===== src/rtl/bprd_pkg.sv =====
// Package: shared result and state types for the bus reset / presence detector.
// Assumes: result codes are decoded by the command sequencer outside this block.
package bprd_pkg;

    typedef enum logic [1:0] {
        RES_NONE    = 2'b00,
        RES_PRESENT = 2'b01,
        RES_SHORT   = 2'b10
    } reset_result_e;

    typedef enum logic {
        ST_IDLE = 1'b0,
        ST_BUSY = 1'b1
    } slot_state_e;

endpackage


===== src/rtl/bprd_tick_gen.sv =====
// Module: microsecond clock-enable generator.
// Produces a one-cycle tick every CLK_PER_US clocks while running. The count
// restarts on 'restart', so the first tick lands exactly CLK_PER_US clocks
// after the restart edge.
// Assumes: CLK_PER_US >= 1.
module bprd_tick_gen #(
    parameter int CLK_PER_US = 125
) (
    input  logic clk,
    input  logic rst_n,
    input  logic restart,
    input  logic running,
    output logic tick
);
    localparam int PW = (CLK_PER_US > 1) ? $clog2(CLK_PER_US) : 1;
    localparam logic [PW-1:0] LAST = PW'(CLK_PER_US - 1);

    logic [PW-1:0] presc_q;

    // Prescaler: wraps at LAST while running, zeroed on restart.
    always_ff @(posedge clk) begin
        if (!rst_n) begin
            presc_q <= '0;
        end else if (restart) begin
            presc_q <= '0;
        end else if (running) begin
            presc_q <= (presc_q == LAST) ? '0 : presc_q + 1'b1;
        end
    end

    assign tick = running && (presc_q == LAST);

    generate
        if (CLK_PER_US > 1) begin : g_gap_check
            // Ticks are never back to back when a microsecond spans several clocks.
            assert_tick_gap_R3: assert property (@(posedge clk) disable iff (!rst_n)
                tick |=> !tick);
        end
    endgenerate

endmodule


===== src/rtl/bprd_phase_timer.sv =====
// Module: slot phase timer.
// Latches the speed at launch, counts elapsed microseconds, and derives the
// drive-low phase, the per-microsecond sample strobe after release, the index
// of that sample and the end-of-slot strobe. It also selects the presence
// window and the short threshold for the latched speed.
// Assumes: all overdrive values are no larger than the standard ones, and each
// LOW value is below its TOTAL value.
module bprd_phase_timer #(
    parameter int STD_LOW_US   = 480,
    parameter int STD_WIN_LO   = 70,
    parameter int STD_WIN_HI   = 240,
    parameter int STD_LOW_MAX  = 240,
    parameter int STD_TOTAL_US = 960,
    parameter int OD_LOW_US    = 48,
    parameter int OD_WIN_LO    = 8,
    parameter int OD_WIN_HI    = 24,
    parameter int OD_LOW_MAX   = 24,
    parameter int OD_TOTAL_US  = 96,
    localparam int UW = $clog2(STD_TOTAL_US + 1)
) (
    input  logic          clk,
    input  logic          rst_n,
    input  logic          launch,
    input  logic          od_in,
    input  logic          running,
    input  logic          tick,
    output logic          drive_low,
    output logic          sample_en,
    output logic [UW-1:0] since_rel,
    output logic [UW-1:0] win_lo,
    output logic [UW-1:0] win_hi,
    output logic [UW-1:0] low_max,
    output logic          slot_end
);
    logic          od_q;
    logic [UW-1:0] us_q;
    logic [UW-1:0] low_sel;
    logic [UW-1:0] total_sel;

    // Speed latch: holds the speed of the slot in progress.
    always_ff @(posedge clk) begin
        if (!rst_n) begin
            od_q <= 1'b0;
        end else if (launch) begin
            od_q <= od_in;
        end
    end

    // Microsecond counter: cleared on launch, advanced on each tick.
    always_ff @(posedge clk) begin
        if (!rst_n) begin
            us_q <= '0;
        end else if (launch) begin
            us_q <= '0;
        end else if (running && tick) begin
            us_q <= us_q + 1'b1;
        end
    end

    // Timing selection for the latched speed.
    always_comb begin
        if (od_q) begin
            low_sel   = UW'(OD_LOW_US);
            total_sel = UW'(OD_TOTAL_US);
            win_lo    = UW'(OD_WIN_LO);
            win_hi    = UW'(OD_WIN_HI);
            low_max   = UW'(OD_LOW_MAX);
        end else begin
            low_sel   = UW'(STD_LOW_US);
            total_sel = UW'(STD_TOTAL_US);
            win_lo    = UW'(STD_WIN_LO);
            win_hi    = UW'(STD_WIN_HI);
            low_max   = UW'(STD_LOW_MAX);
        end
    end

    assign drive_low = running && (us_q < low_sel);
    assign sample_en = running && tick && (us_q >= low_sel);
    assign since_rel = us_q - low_sel;
    assign slot_end  = running && tick && (us_q == total_sel - 1'b1);

    // The counter never passes the slot length while a slot runs.
    assert_us_in_range_R3: assert property (@(posedge clk) disable iff (!rst_n)
        running |-> (us_q < total_sel));

endmodule


===== src/rtl/bprd_presence_eval.sv =====
// Module: presence / short classifier.
// On each sample strobe after release it records whether a low sample fell in
// the presence window, and tracks the current run of consecutive low samples.
// A run longer than the threshold marks a short, which outranks presence.
// The verdict output includes the sample taken in the current cycle.
// Assumes: sample_en only pulses after release; 'clear' comes at launch.
module bprd_presence_eval #(
    parameter int UW = 10
) (
    input  logic                   clk,
    input  logic                   rst_n,
    input  logic                   clear,
    input  logic                   sample_en,
    input  logic                   bus_level,
    input  logic [UW-1:0]          since_rel,
    input  logic [UW-1:0]          win_lo,
    input  logic [UW-1:0]          win_hi,
    input  logic [UW-1:0]          low_max,
    output bprd_pkg::reset_result_e verdict
);
    import bprd_pkg::*;

    localparam logic [UW-1:0] RUN_SAT = '1;

    logic          pres_q, pres_d;
    logic          short_q, short_d;
    logic [UW-1:0] run_q, run_d;
    logic          low_now;
    logic          in_window;

    assign low_now   = sample_en && !bus_level;
    assign in_window = (since_rel >= win_lo) && (since_rel < win_hi);

    // Next-state flags and low-run length for the current sample.
    always_comb begin
        pres_d  = pres_q;
        short_d = short_q;
        run_d   = run_q;
        if (sample_en) begin
            if (low_now) begin
                run_d = (run_q == RUN_SAT) ? run_q : run_q + 1'b1;
                if (in_window) pres_d = 1'b1;
                if (run_q >= low_max) short_d = 1'b1;
            end else begin
                run_d = '0;
            end
        end
    end

    // Classifier state: cleared at launch, otherwise follows the sample logic.
    always_ff @(posedge clk) begin
        if (!rst_n) begin
            pres_q  <= 1'b0;
            short_q <= 1'b0;
            run_q   <= '0;
        end else if (clear) begin
            pres_q  <= 1'b0;
            short_q <= 1'b0;
            run_q   <= '0;
        end else begin
            pres_q  <= pres_d;
            short_q <= short_d;
            run_q   <= run_d;
        end
    end

    // Verdict: short outranks presence.
    always_comb begin
        if (short_d)     verdict = RES_SHORT;
        else if (pres_d) verdict = RES_PRESENT;
        else             verdict = RES_NONE;
    end

    // Once seen in a slot, a short stays seen until the next launch.
    assert_short_sticky_R6: assert property (@(posedge clk) disable iff (!rst_n)
        (short_q && !clear) |=> short_q);

endmodule


===== src/rtl/bprd_speed_mode.sv =====
// Module: bus speed flag.
// Follows the speed of each accepted reset and falls back to standard
// speed whenever a short is reported.
// Assumes: 'accept' and 'short_seen' are never high in the same cycle.
module bprd_speed_mode (
    input  logic clk,
    input  logic rst_n,
    input  logic accept,
    input  logic od_req,
    input  logic short_seen,
    output logic speed_od
);
    // Speed flag update: a short wins; otherwise an accepted start sets it.
    always_ff @(posedge clk) begin
        if (!rst_n) begin
            speed_od <= 1'b0;
        end else if (short_seen) begin
            speed_od <= 1'b0;
        end else if (accept) begin
            speed_od <= od_req;
        end
    end

endmodule


===== src/rtl/bus_reset_detector.sv =====
// Module: bus reset and presence detector (top).
// Checks the bus before the reset, runs one reset slot per accepted start,
// and registers done, result and the speed flag. Starts that arrive while a
// slot is running are dropped.
// Assumes: bus_i is already synchronized to clk; drive_n_o low means the
// external open-drain driver pulls the bus low.
module bus_reset_detector #(
    parameter int CLK_PER_US   = 125,
    parameter int STD_LOW_US   = 480,
    parameter int STD_WIN_LO   = 70,
    parameter int STD_WIN_HI   = 240,
    parameter int STD_LOW_MAX  = 240,
    parameter int STD_TOTAL_US = 960,
    parameter int OD_LOW_US    = 48,
    parameter int OD_WIN_LO    = 8,
    parameter int OD_WIN_HI    = 24,
    parameter int OD_LOW_MAX   = 24,
    parameter int OD_TOTAL_US  = 96
) (
    input  logic       clk,
    input  logic       rst_n,
    input  logic       start_i,
    input  logic       od_req_i,
    input  logic       bus_i,
    output logic       drive_n_o,
    output logic       done_o,
    output logic [1:0] result_o,
    output logic       speed_od_o
);
    import bprd_pkg::*;

    localparam int UW = $clog2(STD_TOTAL_US + 1);

    slot_state_e   st_q;
    logic          launch;
    logic          refuse_short;
    logic          running;
    logic          tick;
    logic          drive_low;
    logic          sample_en;
    logic          slot_end;
    logic [UW-1:0] since_rel;
    logic [UW-1:0] win_lo;
    logic [UW-1:0] win_hi;
    logic [UW-1:0] low_max;
    reset_result_e verdict;
    logic          done_q;
    reset_result_e result_q;
    logic          short_seen;

    assign running      = (st_q == ST_BUSY);
    assign launch       = (st_q == ST_IDLE) && start_i && bus_i;
    assign refuse_short = (st_q == ST_IDLE) && start_i && !bus_i;
    assign short_seen   = refuse_short || (slot_end && (verdict == RES_SHORT));

    // Slot state: idle until a clean start, busy until the slot ends.
    always_ff @(posedge clk) begin
        if (!rst_n) begin
            st_q <= ST_IDLE;
        end else if (launch) begin
            st_q <= ST_BUSY;
        end else if (slot_end) begin
            st_q <= ST_IDLE;
        end
    end

    // Done strobe and result register.
    always_ff @(posedge clk) begin
        if (!rst_n) begin
            done_q   <= 1'b0;
            result_q <= RES_NONE;
        end else begin
            done_q <= refuse_short || slot_end;
            if (refuse_short) begin
                result_q <= RES_SHORT;
            end else if (slot_end) begin
                result_q <= verdict;
            end
        end
    end

    bprd_tick_gen #(
        .CLK_PER_US (CLK_PER_US)
    ) u_tick (
        .clk     (clk),
        .rst_n   (rst_n),
        .restart (launch),
        .running (running),
        .tick    (tick)
    );

    bprd_phase_timer #(
        .STD_LOW_US   (STD_LOW_US),
        .STD_WIN_LO   (STD_WIN_LO),
        .STD_WIN_HI   (STD_WIN_HI),
        .STD_LOW_MAX  (STD_LOW_MAX),
        .STD_TOTAL_US (STD_TOTAL_US),
        .OD_LOW_US    (OD_LOW_US),
        .OD_WIN_LO    (OD_WIN_LO),
        .OD_WIN_HI    (OD_WIN_HI),
        .OD_LOW_MAX   (OD_LOW_MAX),
        .OD_TOTAL_US  (OD_TOTAL_US)
    ) u_timer (
        .clk       (clk),
        .rst_n     (rst_n),
        .launch    (launch),
        .od_in     (od_req_i),
        .running   (running),
        .tick      (tick),
        .drive_low (drive_low),
        .sample_en (sample_en),
        .since_rel (since_rel),
        .win_lo    (win_lo),
        .win_hi    (win_hi),
        .low_max   (low_max),
        .slot_end  (slot_end)
    );

    bprd_presence_eval #(
        .UW (UW)
    ) u_eval (
        .clk       (clk),
        .rst_n     (rst_n),
        .clear     (launch),
        .sample_en (sample_en),
        .bus_level (bus_i),
        .since_rel (since_rel),
        .win_lo    (win_lo),
        .win_hi    (win_hi),
        .low_max   (low_max),
        .verdict   (verdict)
    );

    bprd_speed_mode u_speed (
        .clk        (clk),
        .rst_n      (rst_n),
        .accept     (launch),
        .od_req     (od_req_i),
        .short_seen (short_seen),
        .speed_od   (speed_od_o)
    );

    assign drive_n_o = !drive_low;
    assign done_o    = done_q;
    assign result_o  = result_q;

    // Done is a single-cycle strobe.
    assert_done_pulse_R3: assert property (@(posedge clk) disable iff (!rst_n)
        done_o |=> !done_o);

    // A start on a low bus drives nothing and reports a short next cycle.
    assert_precheck_short_R4: assert property (@(posedge clk) disable iff (!rst_n)
        ((st_q == ST_IDLE) && start_i && !bus_i) |=>
            (done_o && (result_o == 2'b10) && drive_n_o));

    // The bus is never driven outside a running slot.
    assert_idle_released_R2: assert property (@(posedge clk) disable iff (!rst_n)
        (st_q == ST_IDLE) |-> drive_n_o);

    // A running slot is only left through its end strobe, whatever start does.
    assert_busy_holds_R8: assert property (@(posedge clk) disable iff (!rst_n)
        (running && !slot_end) |=> running);

    // A short report always comes with standard speed.
    assert_short_clears_speed_R10: assert property (@(posedge clk) disable iff (!rst_n)
        (done_o && (result_o == 2'b10)) |-> !speed_od_o);

endmodule


===== config.mk =====
export PLATFORM = sky130hd
export DESIGN_NAME = bus_reset_detector
export DESIGN_NICKNAME = d
export VERILOG_FILES = /design/src/rtl/bprd_pkg.sv /design/src/rtl/bprd_tick_gen.sv /design/src/rtl/bprd_phase_timer.sv /design/src/rtl/bprd_presence_eval.sv /design/src/rtl/bprd_speed_mode.sv /design/src/rtl/bus_reset_detector.sv
export SDC_FILE = /design/constraint.sdc
export NUM_CORES = 1
export LEC_CHECK = 0
export ABC_AREA = 0
export BUFFER_PORTS_ARGS = -buffer_cell sky130_fd_sc_hd__buf_2
export CORE_UTILIZATION = 45
export CTS_CLUSTER_SIZE = 12
export DETAILED_ROUTE_END_ITERATION = 8
export GPL_TIMING_DRIVEN = 0
export HOLD_SLACK_MARGIN = 0.12
export SETUP_SLACK_MARGIN = 0.02
export SYNTH_ARGS = -nofsm -noshare
export SYNTH_HDL_FRONTEND = slang
export SYNTH_SLANG_ARGS = --single-unit

===== constraint.sdc =====
create_clock -name clk -period 3.4 [get_ports clk]
set_input_delay 0.68 -clock clk [delete_from_list [all_inputs] [get_ports clk]]
set_output_delay 0.68 -clock clk [all_outputs]
set_load 0.02 [all_outputs]

Yosys cells after proc, flatten, opt, wreduce, memory -nomap -nowiden
Cells that the tools add are included.
{ "classes": {"bitwise": 2, "n_eq_ne": 5, "muxes": 19, "addsub": 5, "n_reduce_logical": 21, "n_lt_le_gt_ge": 5} }
{ "ops": {"columns": ["operator", "n"], "rows": [
  ["$mux W10", 3],
  ["$add A10 B1 Y10 const B", 2],
  ["$mux W7", 2],
  ["$logic_and A1 B1 Y1", 11],
  ["$eq A10 B10 Y1", 1],
  ["$eq A10 B10 Y1 const B", 1],
  ["$ge A10 B7 Y1", 1],
  ["$ge A10 B8 Y1", 1],
  ["$ge A10 B9 Y1", 1],
  ["$lt A10 B8 Y1", 1],
  ["$lt A10 B9 Y1", 1],
  ["$sub A10 B1 Y10 const B", 1],
  ["$sub A10 B9 Y10", 1],
  ["$mux W1", 9],
  ["$mux W9", 1],
  ["$mux W8", 1],
  ["$add A7 B1 Y7 const B", 1],
  ["$eq A7 B7 Y1 const B", 1],
  ["$mux W2", 3],
  ["$reduce_or A2 Y1", 3],
  ["$reduce_bool A2 Y1", 2],
  ["$eq A2 B2 Y1 const B", 1],
  ["$logic_not A1 Y1", 2],
  ["$logic_or A1 B1 Y1", 2],
  ["3 further kinds", 4]
]} }
{ "word_totals": {"input_bits": 5, "out_inout_bits": 5, "word_cells": 68, "reg_bits": 35} }

Longest topological paths before layout
{ "depth": {"depth_word": 13, "mapped_depth": 11, "mapped_depth_nobuf": 11} }

Modules after synthesis
Synthesis repeated with hierarchy kept, for this count alone.
{ "hier_totals": {"cells_unflattened": 351, "hier_area_um2": 2882.8} }
{ "modules_own_cells": {"columns": ["mod", "seq_area_each_um2", "area_per_inst_um2", "n_inst", "cells_each"], "rows": [
  ["bprd_presence_eval", 240.2, 1282.5, 1, 162],
  ["bprd_phase_timer", 220.2, 1019.7, 1, 129],
  ["bprd_tick_gen", 140.1, 367.9, 1, 39],
  ["bus_reset_detector", 80.1, 170.2, 1, 18],
  ["bprd_speed_mode", 20.0, 42.5, 1, 3]
]} }

Least setup slack after synthesis
OpenSTA, ideal clock, no wires.
{ "synth_timing": {"path_type": "reg2reg", "from": "reg u_timer.od_q", "to": "reg u_eval.run_q[5]", "path_slack_ns": 0.546, "n_path_buf": 0, "setup_time_ns": 0.070, "stages_incl_launch_ff": 8, "required_ns": 3.330, "period_less_slack_ns": 2.854, "t_arrival_ns": 2.784, "cell_sequence": "dfxtp_1 > ha_1 > or4b_1 > or4_4 > a221o_2 > or2_4 > or3_1 > a21oi_1"} }
{ "synth_between": {"elab_chain_len": 6, "elab_cells_between_ends": 7, "classes_between": "order compare (1); eq/ne (1); mux (2); reduce/logical (3)"} }
{ "synth_lines": {"columns": ["element", "line", "source"], "rows": [
  ["from (decl)", "bprd_phase_timer.sv:35", "logic od_q;"],
  ["from (signal assigned)", "bprd_phase_timer.sv:45", "od_q <= od_in;"],
  ["$mux W9 *", "bprd_phase_timer.sv:62", "if (od_q) begin"],
  ["$ge A10 B9 Y1 *", "bprd_phase_timer.sv:78", "assign sample_en = running && tick && (us_q >= low_sel);"],
  ["$logic_and A1 B1 Y1 *", "bprd_phase_timer.sv:78", null],
  ["$logic_and A1 B1 Y1", "bprd_presence_eval.sv:31", "assign low_now = sample_en && !bus_level;"],
  ["$ne A2 B2 Y1 (no source line)", null, null],
  ["$reduce_and A2 Y1 (no source line)", null, null],
  ["to (signal assigned)", "bprd_presence_eval.sv:63", "run_q <= run_d;"],
  ["to (decl)", "bprd_presence_eval.sv:27", "logic [UW-1:0] run_q, run_d;"]
]} }
Mark *: on every way between the ends. The rest lies on a longest branch, timed or not.
A chain may end at the register's enable or synchronous reset.

Final worst setup path
{ "layout_timing": {"from": "reg u_timer.od_q", "to": "out drive_n_o"} }
{ "layout_between": {"elab_chain_len": 4} }
{ "layout_lines": {"columns": ["element", "line", "source"], "rows": [
  ["$mux W9", "bprd_phase_timer.sv:62", null],
  ["$lt A10 B9 Y1", "bprd_phase_timer.sv:77", "assign drive_low = running && (us_q < low_sel);"],
  ["$logic_and A1 B1 Y1", "bprd_phase_timer.sv:77", null],
  ["$logic_not A1 Y1", "bus_reset_detector.sv:143", "assign drive_n_o = !drive_low;"],
  ["to (decl)", "bus_reset_detector.sv:25", "output logic drive_n_o,"]
]} }
Every way passes these cells.

==> summary by stage <==
Outcome
The run finished with clean final reports.

Power and ir drop
The power density relative to cell area is roughly 360 mW/mm^2. The standby leakage power is 0.846 nW. Overall power consumption after layout is estimated at 0.806 mW. The clock network is responsible for 41.2% of the overall power. The fraction of power spent switching nets is a little under a quarter. Internal power comes to between 0.6 and 0.7 mW. For this design the total switching power over the nets is 0.187 mW.

The sequential group share of total power is a little over half. The worst-case IR drop observed on VDD is approximately 0.25 mV. The combinational power share is between 6 and 7%.

Drt
The detailed router placed 1640 vias in this run. In the final routed layout, each cell accounts on average for 12.7 um. The DRC violation count after routing is 0. After the first detailed-routing iteration, the DRC count stood at 64. The final routed wirelength across all metal layers is roughly 3.9 mm. The first detailed-routing pass ran for 4 iterations. The via count normalized by instance count is approximately 5.3. In this run the remaining antenna-violating nets after routing total 0.

Critical path
The maximum single-stage delay on the critical path is 0.57 ns. The reg-to-reg startpoint is u_timer.us_q[4]. The most frequent cell on the critical path is sky130_fd_sc_hd__ha_1. Data on the critical path arrives at its endpoint at between 2 and 2.5 ns.

The data required time of the worst path is between 2 and 3 ns. In this run the worst path has a maximum fanout of 16. The critical path starts at u_timer.od_q. The setup check on the worst reg-to-reg path leaves a slack of roughly 0.34 ns. For the worst flop-to-flop path, the logic depth is 8. The kind of start point of the critical path is a flip-flop. The slowest stage of the critical path belongs to the cell sky130_fd_sc_hd__dfxtp_2. The kind of capture point of the worst setup path is an output port.

The critical path class is reg -> out. The worst flop-to-flop path endpoint is u_eval.run_q[5]. The critical path goes through ha_1, inv_1, ha_1, a211o_1, a211oi_1, nand2_1, buf_2.

STA
The final critical path time including I/O delays and setup is between 3 and 4 ns. The final count of hold timing violations is 0. The highest clock frequency the design can meet is around 0.32 GHz.

For the pin with the worst max-slew slack, the measured transition is roughly 0.52 ns. The worst setup skew after layout is approximately 0.0072 ns. The number of pins with negative max-slew slack in the final report is 0.

The aggregate negative setup slack is 0 ns. The final critical path takes up between 90% and 100% of the cycle. The relative slew slack is 65.4%. Setup violations remaining at the end of the flow were counted as 0. Setup repair after global routing left no endpoint under its margin.

GRT
The pin count of the biggest net entering global routing is 17. The first global-routing pass estimated ~7 mm of wire. The initial antenna violation count is 0.

The total global-route track usage is a little under a fifth. The number of global-route vias before repair is 1476. After global routing the overflow that remains totals 0.

Hold path
The source of the worst hold timing path is u_eval.pres_q. The type of the most critical hold path is reg -> reg. The worst hold path terminates at u_eval.pres_q. Along the worst hold path, the cell count comes to 2.

Floorplan
Pin placement for this block handled 10 I/O pins. The floorplan step defined a core boundary enclosing 0.00432 sq mm. Measured along the x axis, the die boundary spans 69.0 um. From bottom edge to top edge, the die measures about 70 um. The cell row count is 24.

For this configuration, the core starts out at a cell density of 46.8%. The die covers 0.00477 sq mm.

Clocking
The cell chosen for the clock root is sky130_fd_sc_hd__clkbuf_8. Counting along the longest clock path gives a buffer depth of 2. The clock-pin slew of the registers on the worst-case setup and hold paths is 0.07 ns. The number of setup buffers added after CTS is 0. The H-tree generated during clock tree synthesis spans 2 levels. TritonCTS built the clock tree. The number of buffers created by CTS is 5. The later-pin clock latency in the skew report is a little under 0.3 ns. Clock tree synthesis found a total of 35 sinks.

Finish
The number of antenna diodes in the final layout is 0. The number of nets in the layout is roughly 280. In the layout the commonest cells are 34 x sky130_fd_sc_hd__nor2_1, 34 x sky130_fd_sc_hd__dfxtp_1, 21 x sky130_fd_sc_hd__nand2_1, 21 x sky130_fd_sc_hd__ha_1.

Counting the fill cells in the layout gives between 400 and 500. Compared with the post-synthesis result, the final layout area differs by 10.4%. Across the whole layout, storage elements account for 702 sq um. In the final layout, the share of cells above drive strength 1 is under 10%. The multi-input combinational cells in the finished layout cover a total of roughly 0.0012 sq mm.

Logic synthesis
Counting every net in the synthesized netlist gives 267. Yosys printed 0 warnings. The synthesized netlist cell count is 241. In this run, synthesis produced a sequential element count of 35. For this run, asynchronously set or reset flops after synthesis account for 0%. Of the synthesized area, sequential elements account for roughly a third. The cell area that synthesis handed to floorplanning was just over 0.002 sq mm. The synthesized netlist contains 42 unique library cells. The main flop type after synthesis is sky130_fd_sc_hd__dfxtp_1. The number of synthesized flops with an enable pin is 0. The post-synthesis average cell area is ~8.4 sq um.

Placed design
The count of buffers from port buffering is 8. Routability-driven placement finished with a final weighted congestion of roughly 0.9. The HPWL after detailed placement is between 2 and 3 mm.

Job
The number of max-cap violations is 0.
power by group through the flow:
stage,Clock [mW],Sequential (mW),Combinational (mW)
after global placement,0,0.429,0.0545
after global routing,0.368,0.420,0.0622
final,0.332,0.420,0.0540
after detailed placement,0,0.429,0.0546
after floorplan,0,0.430,0.0370
after CTS,0.348,0.420,0.0548
cells in the mapped netlist (2+ instances only):
library cell | number | share of area (%)
sky130_fd_sc_hd__dfxtp_1 | 35 | 35
sky130_fd_sc_hd__a21oi_1 | 9 | 2.2
sky130_fd_sc_hd__o21ai_0 | 8 | 2.0
sky130_fd_sc_hd__clkbuf_1 | 5 | 0.93
sky130_fd_sc_hd__o21a_1 | 2 | 0.74
sky130_fd_sc_hd__nand2_1 | 21 | 3.9
sky130_fd_sc_hd__nor2b_1 | 2 | 0.62
sky130_fd_sc_hd__xnor2_1 | 15 | 6.5
sky130_fd_sc_hd__ha_1 | 21 | 13
sky130_fd_sc_hd__a31oi_1 | 3 | 0.93
sky130_fd_sc_hd__nand3_1 | 8 | 2.0
sky130_fd_sc_hd__or3_1 | 5 | 1.5
sky130_fd_sc_hd__a211o_1 | 2 | 0.87
sky130_fd_sc_hd__nand3b_1 | 2 | 0.74
sky130_fd_sc_hd__xor2_1 | 8 | 3.5
sky130_fd_sc_hd__nor2_1 | 34 | 6.3
sky130_fd_sc_hd__nand2b_1 | 2 | 0.62
sky130_fd_sc_hd__nor3_1 | 8 | 2.0
sky130_fd_sc_hd__a21boi_0 | 2 | 0.74
sky130_fd_sc_hd__nand4b_1 | 3 | 1.3
sky130_fd_sc_hd__nand4_1 | 10 | 3.1
sky130_fd_sc_hd__inv_1 | 15 | 2.8
sky130_fd_sc_hd__a211oi_1 | 2 | 0.74
state kept, by name, indices dropped and copies added, names as in the netlist:
| signal | count |
|---|---|
| done_o | 1 |
| u_eval.short_q | 1 |
| u_eval.pres_q | 1 |
| u_eval.run_q | 10 |
| running | 1 |
| u_timer.us_q | 10 |
| u_speed.speed_od | 1 |
| u_tick.presc_q | 7 |
| u_timer.od_q | 1 |
| result_o | 2 |
metrics by stage:
| stage | utilization, % | cell area, sq um | instances | setup slack, ns | hold slack, ns |
|---|---|---|---|---|---|
| floorplan | - | 2020 | 241 | 0.546 | 0.421 |
| global placement | 49.2 | 2130 | 301 | 0.210 | 0.448 |
| detailed placement | 49.2 | 2130 | 301 | 0.207 | 0.463 |
| CTS | 51.6 | 2230 | 309 | 0.274 | 0.482 |
| global route | 51.6 | 2230 | 309 | 0.0778 | 0.514 |
| finish | 51.6 | 2230 | 309 | 0.270 | 0.483 |
worst max-delay path by stage:
stage / endpoint / slack (ns)
6_report: drive_n_o / 0.27
5_1_grt: drive_n_o / 0.08
4_1_cts: drive_n_o / 0.27
3_5_place_dp: u_eval.run_q[5] / 0.21
3_3_place_gp: u_eval.run_q[7] / 0.21
2_1_floorplan: u_eval.run_q[5] / 0.55
area by class of cell:
type                            instances  share of cell area (%)
Clock buffer                            7                    4.32
Inverter                               15                    2.52
Timing Repair Buffer                    8                    1.79
Clock inverter                          1                   0.336
Buffer                                  5                   0.841
Sequential cell                        35                    31.4
Multi-Input combinational cell        186                    55.8
Tap cell                               52                    2.91
layer usage:
layer | GRT usage, % | vias to the layer above | share of wire [%]
li1 | - | 872 | -
met4 | 7.48 | 0 | 1.5
met1 | 25.3 | 744 | 53
met3 | 4.39 | 6 | 2.7
met5 | 0 | - | 0
met2 | 27.4 | 18 | 43
logic make-up after synthesis:
group | Yosys count | share of synthesized area (%)
AND/OR/NAND/NOR | 103 | 25.4
AO/OA/AOI/OAI | 38 | 12.7
flip-flops | 35 | 34.7
XOR/XNOR | 23 | 9.96
adder cells (fa/ha/maj) | 21 | 13.0
buffers and inverters | 20 | 3.71
multiplexers | 1 | 0.495
critical path, delay by kind of cell (launching register included):
family	cells	cell delay, ns
AOI/OAI and AO/OA	2	0.78
buffers and inverters	2	0.23
DFF	1	0.57
and+or+nand+nor	1	0.13
adders and majority gates	2	0.46
what timing repair did:
item,in CTS,in global routing
setup endpoints to repair,1,0
hold buffers,0,0
gates resized for setup,1,0
endpoints found under the hold margin,0,0
(Power assumes the default switching activity.)
